`config.mk`:
```
export PLATFORM = sky130hd
export DESIGN_NAME = lamp_ignition_seq
export DESIGN_NICKNAME = d
export VERILOG_FILES = /design/src/rtl/lampseq_pkg.sv /design/src/rtl/lampseq_rst_sync.sv /design/src/rtl/lampseq_flag_sync.sv /design/src/rtl/lampseq_ign_timer.sv /design/src/rtl/lamp_ignition_seq.sv
export SDC_FILE = /design/constraint.sdc
export NUM_CORES = 1
export LEC_CHECK = 0
export CAP_MARGIN = 40
export CORE_MARGIN = 2
export CORE_UTILIZATION = 45
export DETAILED_ROUTE_END_ITERATION = 6
export GPL_ROUTABILITY_DRIVEN = 0
export PLACE_DENSITY_LB_ADDON = 0.08
export SYNTH_ARGS = -nofsm -noshare
export SYNTH_HDL_FRONTEND = slang
export SYNTH_SLANG_ARGS = --single-unit
export TNS_END_PERCENT = 20
```
`constraint.sdc`:
```
create_clock -name clk -period 1.85 [get_ports clk]
set_input_delay 0.2775 -clock clk [delete_from_list [all_inputs] [get_ports clk]]
set_output_delay 0.2775 -clock clk [all_outputs]
set_load 0.1 [all_outputs]
```
`src/rtl/lampseq_pkg.sv`:
```
package lampseq_pkg;

  typedef enum logic [1:0] {
    ST_OFF    = 2'd0,
    ST_IGNITE = 2'd1,
    ST_RUN    = 2'd2,
    ST_TRIP   = 2'd3
  } seq_state_t;

  typedef enum logic [1:0] {
    FLT_NONE      = 2'b00,
    FLT_NO_STRIKE = 2'b01,
    FLT_LAMP_LOST = 2'b10
  } fault_code_t;

endpackage

```
`src/rtl/lampseq_rst_sync.sv`:
```
module lampseq_rst_sync #(
  parameter int STAGES = 2
) (
  input  logic clk_i,
  input  logic rst_ni,
  output logic rst_no
);

  logic [STAGES-1:0] chain_q;

  always_ff @(posedge clk_i or negedge rst_ni) begin
    if (!rst_ni) begin
      chain_q <= '0;
    end else begin
      chain_q <= {chain_q[STAGES-2:0], 1'b1};
    end
  end

  assign rst_no = chain_q[STAGES-1];

endmodule

```
`src/rtl/lampseq_flag_sync.sv`:
```
module lampseq_flag_sync #(
  parameter int W      = 2,
  parameter int STAGES = 2
) (
  input  logic         clk_i,
  input  logic         rst_ni,
  input  logic [W-1:0] d_i,
  output logic [W-1:0] q_o
);

  logic [W-1:0] stage_q [STAGES];

  for (genvar g = 0; g < STAGES; g++) begin : g_stage
    if (g == 0) begin : g_first
      always_ff @(posedge clk_i or negedge rst_ni) begin
        if (!rst_ni) stage_q[g] <= '0;
        else         stage_q[g] <= d_i;
      end
    end else begin : g_next
      always_ff @(posedge clk_i or negedge rst_ni) begin
        if (!rst_ni) stage_q[g] <= '0;
        else         stage_q[g] <= stage_q[g-1];
      end
    end
  end

  assign q_o = stage_q[STAGES-1];

endmodule

```
`src/rtl/lampseq_ign_timer.sv`:
```
module lampseq_ign_timer #(
  parameter int TW = 16
) (
  input  logic          clk_i,
  input  logic          rst_ni,
  input  logic          run_i,
  input  logic [TW-1:0] limit_i,
  output logic          expired_o
);

  localparam int XW = TW + 1;
  localparam logic [TW-1:0] CNT_MAX = '1;

  logic [TW-1:0] cnt_q, cnt_d;
  logic          cnt_en;

  always_comb begin
    if (!run_i)                cnt_d = '0;
    else if (cnt_q == CNT_MAX) cnt_d = cnt_q;
    else                       cnt_d = cnt_q + 1'b1;
  end

  assign cnt_en = run_i || (cnt_q != '0);

  always_ff @(posedge clk_i or negedge rst_ni) begin
    if (!rst_ni) begin
      cnt_q <= '0;
    end else if (cnt_en) begin
      cnt_q <= cnt_d;
    end
  end

  assign expired_o = ({1'b0, cnt_q} + XW'(1)) >= {1'b0, limit_i};

  AST_TIMER_CLEARED: assert property (@(posedge clk_i) disable iff (!rst_ni)
    !run_i |=> (cnt_q == '0));

  AST_TIMER_STEPS: assert property (@(posedge clk_i) disable iff (!rst_ni)
    (run_i && cnt_q != CNT_MAX) |=> (cnt_q == $past(cnt_q) + 1'b1));

endmodule

```
`src/rtl/lamp_ignition_seq.sv`:
```
module lamp_ignition_seq
  import lampseq_pkg::*;
#(
  parameter int TICK_W      = 16,
  parameter int SYNC_STAGES = 2
) (
  input  logic              clk,
  input  logic              rst_n,
  input  logic              enable_i,
  input  logic              ovp_raw_i,
  input  logic              lamp_raw_i,
  input  logic [TICK_W-1:0] strike_ticks_i,
  output logic              bridge_en_o,
  output logic              strike_sel_o,
  output logic              hold_drive_o,
  output logic              ss_reset_o,
  output logic              fault_o,
  output logic [1:0]        fault_kind_o
);

  logic        rst_int_n;
  logic [1:0]  flags_s;
  logic        ovp_s, lamp_s;
  logic        win_expired;
  seq_state_t  state_q, state_d;
  fault_code_t kind_q, kind_d;
  logic        state_en;

  lampseq_rst_sync #(.STAGES(2)) u_rst_sync (
    .clk_i  (clk),
    .rst_ni (rst_n),
    .rst_no (rst_int_n)
  );

  lampseq_flag_sync #(.W(2), .STAGES(SYNC_STAGES)) u_flag_sync (
    .clk_i  (clk),
    .rst_ni (rst_int_n),
    .d_i    ({ovp_raw_i, lamp_raw_i}),
    .q_o    (flags_s)
  );

  assign ovp_s  = flags_s[1];
  assign lamp_s = flags_s[0];

  lampseq_ign_timer #(.TW(TICK_W)) u_ign_timer (
    .clk_i     (clk),
    .rst_ni    (rst_int_n),
    .run_i     (state_q == ST_IGNITE),
    .limit_i   (strike_ticks_i),
    .expired_o (win_expired)
  );

  always_comb begin
    state_d = state_q;
    kind_d  = kind_q;
    unique case (state_q)
      ST_OFF: begin
        if (enable_i) state_d = ST_IGNITE;
      end
      ST_IGNITE: begin
        if (!enable_i) begin
          state_d = ST_OFF;
        end else if (lamp_s) begin
          state_d = ST_RUN;
        end else if (win_expired) begin
          state_d = ST_TRIP;
          kind_d  = FLT_NO_STRIKE;
        end
      end
      ST_RUN: begin
        if (!enable_i) begin
          state_d = ST_OFF;
        end else if (!lamp_s) begin
          state_d = ST_TRIP;
          kind_d  = FLT_LAMP_LOST;
        end
      end
      ST_TRIP: begin
        state_d = ST_TRIP;
      end
      default: state_d = ST_OFF;
    endcase
  end

  assign state_en = (state_d != state_q);

  always_ff @(posedge clk or negedge rst_int_n) begin
    if (!rst_int_n) begin
      state_q <= ST_OFF;
      kind_q  <= FLT_NONE;
    end else if (state_en) begin
      state_q <= state_d;
      kind_q  <= kind_d;
    end
  end

  assign bridge_en_o  = (state_q == ST_IGNITE) || (state_q == ST_RUN);
  assign strike_sel_o = (state_q == ST_IGNITE);
  assign hold_drive_o = (state_q == ST_IGNITE) && ovp_s;
  assign ss_reset_o   = (state_q == ST_OFF) || (state_q == ST_TRIP);
  assign fault_o      = (state_q == ST_TRIP);
  assign fault_kind_o = kind_q;

  AST_STRIKE_IMPLIES_DRIVE: assert property (@(posedge clk) disable iff (!rst_int_n)
    strike_sel_o |-> bridge_en_o);

  AST_HOLD_ONLY_IGNITING: assert property (@(posedge clk) disable iff (!rst_int_n)
    hold_drive_o |-> strike_sel_o);

  AST_TRIP_SILENT: assert property (@(posedge clk) disable iff (!rst_int_n)
    fault_o |-> (!bridge_en_o && ss_reset_o));

  AST_TRIP_STICKY: assert property (@(posedge clk) disable iff (!rst_int_n)
    fault_o |=> (fault_o && $stable(fault_kind_o)));

  AST_DISABLE_STOPS: assert property (@(posedge clk) disable iff (!rst_int_n)
    (bridge_en_o && !enable_i) |=> !bridge_en_o);

  AST_LAMP_LOSS_TRIPS: assert property (@(posedge clk) disable iff (!rst_int_n)
    (state_q == ST_RUN && enable_i && !lamp_s) |=> (fault_kind_o == FLT_LAMP_LOST));

  AST_KIND_CLEAN: assert property (@(posedge clk) disable iff (!rst_int_n)
    !fault_o |-> (fault_kind_o == 2'b00));

endmodule

```
==> results of run 1 <==
[layout by cell type, fill, tap and decap left out, types with 2 or more instances in the layout]
master,n
nor2_4,2
nor3_1,2
o21ai_0,4
o211ai_1,2
nor4_1,3
ha_4,2
a211oi_2,2
buf_12,7
a21oi_1,5
ha_1,20
xnor2_1,8
nand2_1,14
nor2_1,7
a31oi_1,2
buf_4,61
nor2b_1,2
clkdlybuf4s50_1,20
xor2_1,5
and4_1,2
dfrtp_1,26
nand3_1,9
nand4_1,4
inv_1,23
clkbuf_8,4
o21a_1,16
[metal layers]
metal / up-vias / global-route usage, %
li1: 852 / -
met1: 818 / 24.3
met2: 26 / 41.9
met3: 6 / 4.61
met4: 0 / 5.25
met5: - / 0
[registers in the layout, summed over array words and instances (netlist names)]
| signal | flops |
|---|---|
| u_ign_timer.cnt_q | 16 |
| state_q | 2 |
| u_flag_sync.stage_q | 2 |
| fault_kind_o | 2 |
| u_flag_sync.q_o | 2 |
| u_rst_sync.chain_q | 2 |
[what timing repair did]
| action | CTS | global route |
|---|---|---|
| pin swaps | 0 | 3 |
| setup endpoints to repair | 20 | 7 |
| cloned | 0 | 0 |
| setup buffers | 1 | 1 |
| resized for setup | 8 | 6 |
[final cells by class]
type | instances | area (um^2) | area share, %
inverters | 24 | 90.1 | 3.22
flip-flops and latches | 26 | 651 | 23.3
well taps | 50 | 62.6 | 2.24
multi-input cells | 136 | 1140 | 40.8
clock buffers | 4 | 55.1 | 1.97
repair buffers | 88 | 798 | 28.5
[worst max-delay path by stage]
| stage | from | cells after the start | end | slack, ns |
|---|---|---|---|---|
| after floorplan | u_ign_timer.cnt_q[0] | 13 | fault_kind_o[1] | -1.06 |
| after global placement | u_ign_timer.cnt_q[0] | 13 | fault_kind_o[1] | -1.21 |
| after detailed placement | u_ign_timer.cnt_q[0] | 13 | fault_kind_o[1] | -1.29 |
| after CTS | u_ign_timer.cnt_q[0] | 12 | fault_kind_o[1] | -1.22 |
| after global routing | u_ign_timer.cnt_q[1] | 12 | fault_kind_o[1] | -1.41 |
| final | u_ign_timer.cnt_q[0] | 12 | fault_kind_o[1] | -1.24 |
[report_power, final]
group	total, uW	switching, uW	internal [uW]
logic	2030	1160	867
clock network	366	176	190
registers	697	62.8	634
total	3090	1400	1690
[through the flow]
stage,instances,util (%)
4_1_cts,327,69.8
2_1_floorplan,190,-
3_5_place_dp,322,67.2
6_report,328,70.4
5_1_grt,328,70.4
3_3_place_gp,322,67.2
[kinds of logic (layout without fill, tap and decap cells)]
kind of cell / count (synthesis) / after routing / share of synthesized area, %
compound gates: 45 / 45 / 19.8
xor+xnor: 14 / 14 / 6.68
fa+ha+maj: 22 / 22 / 15.0
buf+inv: 28 / 116 / 6.14
flops: 26 / 26 / 35.4
mux: 2 / 2 / 1.36
other cells: 1 / 1 / 0.204
simple gates: 52 / 52 / 15.3
==> results.md, run 1 <==
* Skew final at 0.00263 ns
* CP most frequent cell: buf_4
* Filler cells at 313
* Main flop type after synthesis: dfrtp_1
* Clk slew on worst S/H paths at 0.09 ns
* Syn nets at 233
* Worst min-delay path class: flip-flop to async pin
* Post-synth design cell area at 1840 um^2
* Post-synth EDFFs at 0
* Core region area at 3970 um^2
* Post-synthesis cell count at 190
* ANT nets after route at 0
* Cell Chain, Critical Path: buf_4, buf_4, nand3_1, xnor2_1, ha_1, o21ai_0, o221ai_1, a211o_1, a41oi_4, a2111oi_2, o31ai_2, mux2_4
* Final setup vio count at 4
* Vias at 1702
* Uppermost layer routed: met4
* Final TNS setup at -4.46 ns
* Row Count at 23
* Min cycle time layout at 3.09 ns
* Initial core utilization at 46.2%
* Dpl cell area at 2670 um^2
* I/O Buffers at 27
* Worst skew pair latency at 0.27 ns
* # DRC at 0
* Status: finished with violations
* Design area at 2800 um^2
* R2r worst-path depth at 12
* Max VDD drop at 1.36 mV
* Tot Pwr at 3090 uW
* Via/cell ratio at 5.19
* Die area at 4610 um^2
* Max Cap Viol at 0
* Met3 wire len at 142 um
* All-Layer GR Usage at 21.8%
* Seq/Total Area, Yosys at 35.4%
* Hold Buf Count CTS at 0
* Reg2reg end: fault_kind_o[1]
* Type of the worst setup path: flip-flop to flip-flop
* Largest net degree at the start of global routing at 21
* Hold slack at 0.157 ns
* RSZ-0062 raised after global routing: yes
* Violations in the final reports: setup timing
* CTS Buf Count at 3
* Diodes inserted at 0
* Yosys cell types at 43
* Setup WS post-layout at -1.24 ns
* Worst R2R Setup Slack at -1.24 ns
* CP bufs+invs at 2
* Final net count at 322
* Top-count cell post-synth: dfrtp_1
* CP startpoint kind: flip-flop
* Asr flop ratio synth at 100%
* Crit path max-delay family: compound AO/OA/AOI/OAI gates
* DR WL met2 at 2460 um
* CP max stage cell: dfrtp_1
* First-pass GRT wire length at 7600 um
* Area Overhead vs Synth at 52.4%
* DP Worst Slack at -1.29 ns
* Top cells by area, synth: dfrtp_1 (35%), ha_1 (15%), o21a_1 (6.5%), inv_1 (4.9%), xnor2_1 (4.3%)
* Critical Path End Type: flip-flop
* I/O pin count at 28
* Top cell type's share of synthesized area at 35.4%
* Wire per inst at 13.7 um
* CP max stage delay at 0.43 ns
* Max Freq at 324 MHz
* Final wirelength at 4480 um
* 1st-iter DRT viols at 57
* Initial antenna violation count at 0
* Clock Tree Buf Depth at 2
* Power per cell area at 1110 nW/um^2
* #FFs+latches synth at 26
* Die Height at 67.9 um
* Clock sink count at 26
* CTS H-Tree Depth at 1
* Final hold viol count at 0
* First-pass DRT Iterations at 4
* Die width at 67.9 um
* CTS tree: yes
* Synth warnings at 0
* Hpwl dp at 3630 um
* Mapped Avg Cell Area at 9.66 um^2
* Layout cells sized above 1 at 32.7%
* RR Startpoint: u_ign_timer.cnt_q[0]
* Static leakage at 0.00140 uW
* Arr. time, crit path at 3.24 ns
* Met1 wire length at 1830 um
* Area leader, netlist: dfrtp_1
* Worst Path Required at 2.01 ns
* Worst Path Max Fanout at 3
* Vias in the first global route at 1778
* Slew Viols, Final at 0
* Clock root buffer: clkbuf_8
* Tcrit/Tclk final at 167%
* Commonest cells post-synth: dfrtp_1 (26), inv_1 (24), ha_1 (22)
* Overflow after GRT at 0
Power figures use the tool's default switching activity.
==> inputs of run 2 (changes only) <==
- ABC_CLOCK_PERIOD_IN_PS: not set -> 1850
- CELL_PAD_IN_SITES_DETAIL_PLACEMENT: not set -> 2
- CELL_PAD_IN_SITES_GLOBAL_PLACEMENT: not set -> 2
- CORE_UTILIZATION: 45 -> 34
==> run 2 against run 1 <==
Against the previous run:
- the run now fails in 5_1_grt
- synthesized cell count unchanged
- synthesized area stayed put
==> results.md, run 2 <==
* WEP type: register input
* Clock root buffer: clkbuf_8
* Yosys cell types at 43
* CTS H-Tree Depth at 1
* Post-synth design cell area at 1840 um^2
* Synth warnings at 0
* I/O pin count at 28
* Mapped Avg Cell Area at 9.66 um^2
* Worst endpoint after global-route timing repair: fault_kind_o[0]$_DFFE_PN0P_/D
* Row Count at 26
* Initial antenna violation count at 0
* CTS Buf Count at 3
* Main flop type after synthesis: dfrtp_1
* Clock Tree Buf Depth at 2
* Largest net degree at the start of global routing at 25
* Post-synth EDFFs at 0
* #FFs+latches synth at 26
* Err: [ERROR DPL-0033] detailed placement checks failed during check placement.
* Top cells by area, synth: dfrtp_1 (35%), ha_1 (15%), o21a_1 (6.5%), inv_1 (4.9%), xnor2_1 (4.3%)
* Initial core utilization at 35.5%
* Die Height at 77.5 um
* I/O Buffers at 27
* Post-synthesis cell count at 190
* Commonest cells post-synth: dfrtp_1 (26), inv_1 (24), ha_1 (22)
* Area leader, netlist: dfrtp_1
* Asr flop ratio synth at 100%
* Halt Stage: 5_1_grt
* Seq/Total Area, Yosys at 35.4%
* Top cell type's share of synthesized area at 35.4%
* Status: aborted with a tool error
* Die width at 77.5 um
* Hold Buf Count CTS at 0
* Syn nets at 233
* Hpwl dp at 5380 um
* Clock sink count at 26
* Top-count cell post-synth: dfrtp_1
[run 2: stage by stage]
step / cell area, um^2 / setup TNS, ns / cells / hold WS [ns] / setup slack (ns)
floorplan: 1870 / -3.87 / 190 / -0.0181 / -1.06
global placement: 2670 / -4.50 / 338 / 0.235 / -1.21
CTS: 2860 / -5.58 / 344 / 0.142 / -1.44
detailed placement: 2670 / -6.50 / 338 / 0.251 / -1.48
[run 2: logic make-up after synthesis]
family / after synthesis / share of synthesized area, %
xor gates and xnor gates: 14 / 6.68
and+or+nand+nor: 52 / 15.3
AOI/OAI and AO/OA: 45 / 19.8
adders and majority gates: 22 / 15.0
muxes: 2 / 1.36
buffers and inverters: 28 / 6.14
other: 1 / 0.204
DFF: 26 / 35.4
[run 2: what timing repair did]
action | in CTS
pin swaps | 5
gates resized for setup | 21
setup buffers | 2
setup endpoints to repair | 22
==> inputs of run 3 (changes only) <==
- CELL_PAD_IN_SITES_DETAIL_PLACEMENT: 2 -> not set
- CELL_PAD_IN_SITES_GLOBAL_PLACEMENT: 2 -> not set
- CORE_UTILIZATION: 34 -> 30
- PLACE_DENSITY_LB_ADDON: 0.08 -> 0.15
==> run 3 against run 2 <==
Against the previous run:
- the flow now finishes, with violations (setup timing)
==> results.md, run 3 (synthesis results as in run 1) <==
* Status: finished with violations
* Violations in the final reports: setup timing
* CP most frequent cell: nor2_1
* CTS tree: yes
* Max VDD drop at 1.89 mV
* Diodes inserted at 0
* I/O pin count at 28
* Worst Path Max Fanout at 4
* Type of the worst setup path: flip-flop to flip-flop
* Core region area at 5920 um^2
* Met1 wire length at 2070 um
* CTS H-Tree Depth at 1
* Initial antenna violation count at 0
* Critical Path End Type: flip-flop
* CP max stage delay at 0.39 ns
* Worst skew pair latency at 0.27 ns
* # DRC at 0
* Clock Tree Buf Depth at 2
* ANT nets after route at 0
* Clock sink count at 26
* 1st-iter DRT viols at 21
* Die area at 6760 um^2
* Worst Path Required at 2.01 ns
* DP Worst Slack at -1.23 ns
* Row Count at 28
* Most flop-heavy register: u_ign_timer.cnt_q
* Die Height at 82.2 um
* CP max stage cell: dfrtp_1
* Vias in the first global route at 1612
* Setup WS post-layout at -1.23 ns
* RSZ-0062 raised after global routing: yes
* FF/Latch Area at 651 um^2
* Max Freq at 325 MHz
* CTS Buf Count at 3
* CP bufs+invs at 0
* DR WL met2 at 2120 um
* Most common cell after layout, fill and taps aside: buf_4
* Initial core utilization at 31.0%
* Clock root buffer: clkbuf_8
* Crit path max-delay family: compound AO/OA/AOI/OAI gates
* Area Overhead vs Synth at 55.0%
* Crit path depth at 12
* Min cycle time layout at 3.08 ns
* Final net count at 327
* Hpwl dp at 3490 um
* Skew final at 0.00588 ns
* Worst min-delay path class: primary input to async pin
* Final setup vio count at 6
* Vias at 1651
* Die width at 82.2 um
* Tcrit/Tclk final at 167%
* Multi-input logic area at 1120 um^2
* Cell Chain, Critical Path: ha_2, nand4_1, nor2_1, xor2_1, ha_1, a211oi_2, nor2_1, a211o_1, a41oi_4, a2111oi_2, o31ai_2, mux2_4
* Max FFs per register at 16
* Static leakage at 0.00141 uW
* All-Layer GR Usage at 13.7%
* Filler cells at 569
* Met3 wire len at 84 um
* Final hold viol count at 0
* I/O Buffers at 27
* CP startpoint kind: flip-flop
* Final TNS setup at -4.50 ns
* Clk slew on worst S/H paths at 0.09 ns
* Slew Viols, Final at 0
* Layout cells sized above 1 at 33.2%
* Uppermost layer routed: met4
* First-pass GRT wire length at 7250 um
* Most frequent cells in the layout: buf_4 (66), dfrtp_1 (26), inv_1 (24)
* Overflow after GRT at 0
* Power per cell area at 1110 nW/um^2
* R2r worst-path depth at 12
* Via/cell ratio at 4.61
* Max Cap Viol at 0
* Fin util at 48.1%
* Arr. time, crit path at 3.24 ns
* Largest net degree at the start of global routing at 25
* Wire per inst at 12.0 um
* Final wirelength at 4290 um
* First-pass DRT Iterations at 3
## run 3: area by class of cell
cell class	instances	area share (%)
Sequential cell	26	22.9
Inverter	24	3.17
Clock inverter	1	1.06
Tap cell	75	3.30
Multi-Input combinational cell	136	39.4
Timing Repair Buffer	93	28.8
Clock buffer	3	1.45
## run 3: worst paths after layout
path | startpoint | endpoint | slack [ns]
min reg2reg | u_rst_sync.chain_q[1] | u_ign_timer.cnt_q[15] | 0.23
max | u_ign_timer.cnt_q[1] | fault_kind_o[1] | -1.23
min in group clk | u_flag_sync.stage_q[2] | u_flag_sync.q_o[0] | 0.36
max reg2reg | u_ign_timer.cnt_q[1] | fault_kind_o[1] | -1.23
max in group asynchronous | u_rst_sync.chain_q[1] | fault_kind_o[1] | 1.38
min | rst_n | u_rst_sync.chain_q[0] | 0.16
## run 3: what timing repair did
item,CTS,global route
setup buffers,0,2
pin swaps,0,4
resized for setup,1,4
gates cloned,0,0
hold buffers,0,0
endpoints found under the setup margin,7,21
## run 3: layer usage
layer / up-vias / track usage [%]
li1: 859 / -
met1: 777 / 18.4
met5: - / 0
met4: 0 / 1.00
met3: 2 / 2.61
met2: 13 / 23.8
## run 3: stage by stage
step | cell area, um^2 | total power (uW) | hold slack (ns) | cells
2_1_floorplan | 1870 | 1900 | -0.0181 | 190
3_5_place_dp | 2740 | 2690 | 0.235 | 352
5_1_grt | 2850 | 3370 | 0.140 | 358
3_3_place_gp | 2740 | 2700 | 0.234 | 352
6_report | 2850 | 3170 | 0.161 | 358
4_1_cts | 2810 | 3190 | 0.153 | 356
## run 3: report_power, final
| group | switching [uW] | leakage, uW | internal, uW |
|---|---|---|---|
| clock | 181 | 0.0000357 | 289 |
| combinational | 1150 | 0.00104 | 854 |
| sequential | 57.2 | 0.000340 | 634 |
| total | 1390 | 0.00141 | 1780 |
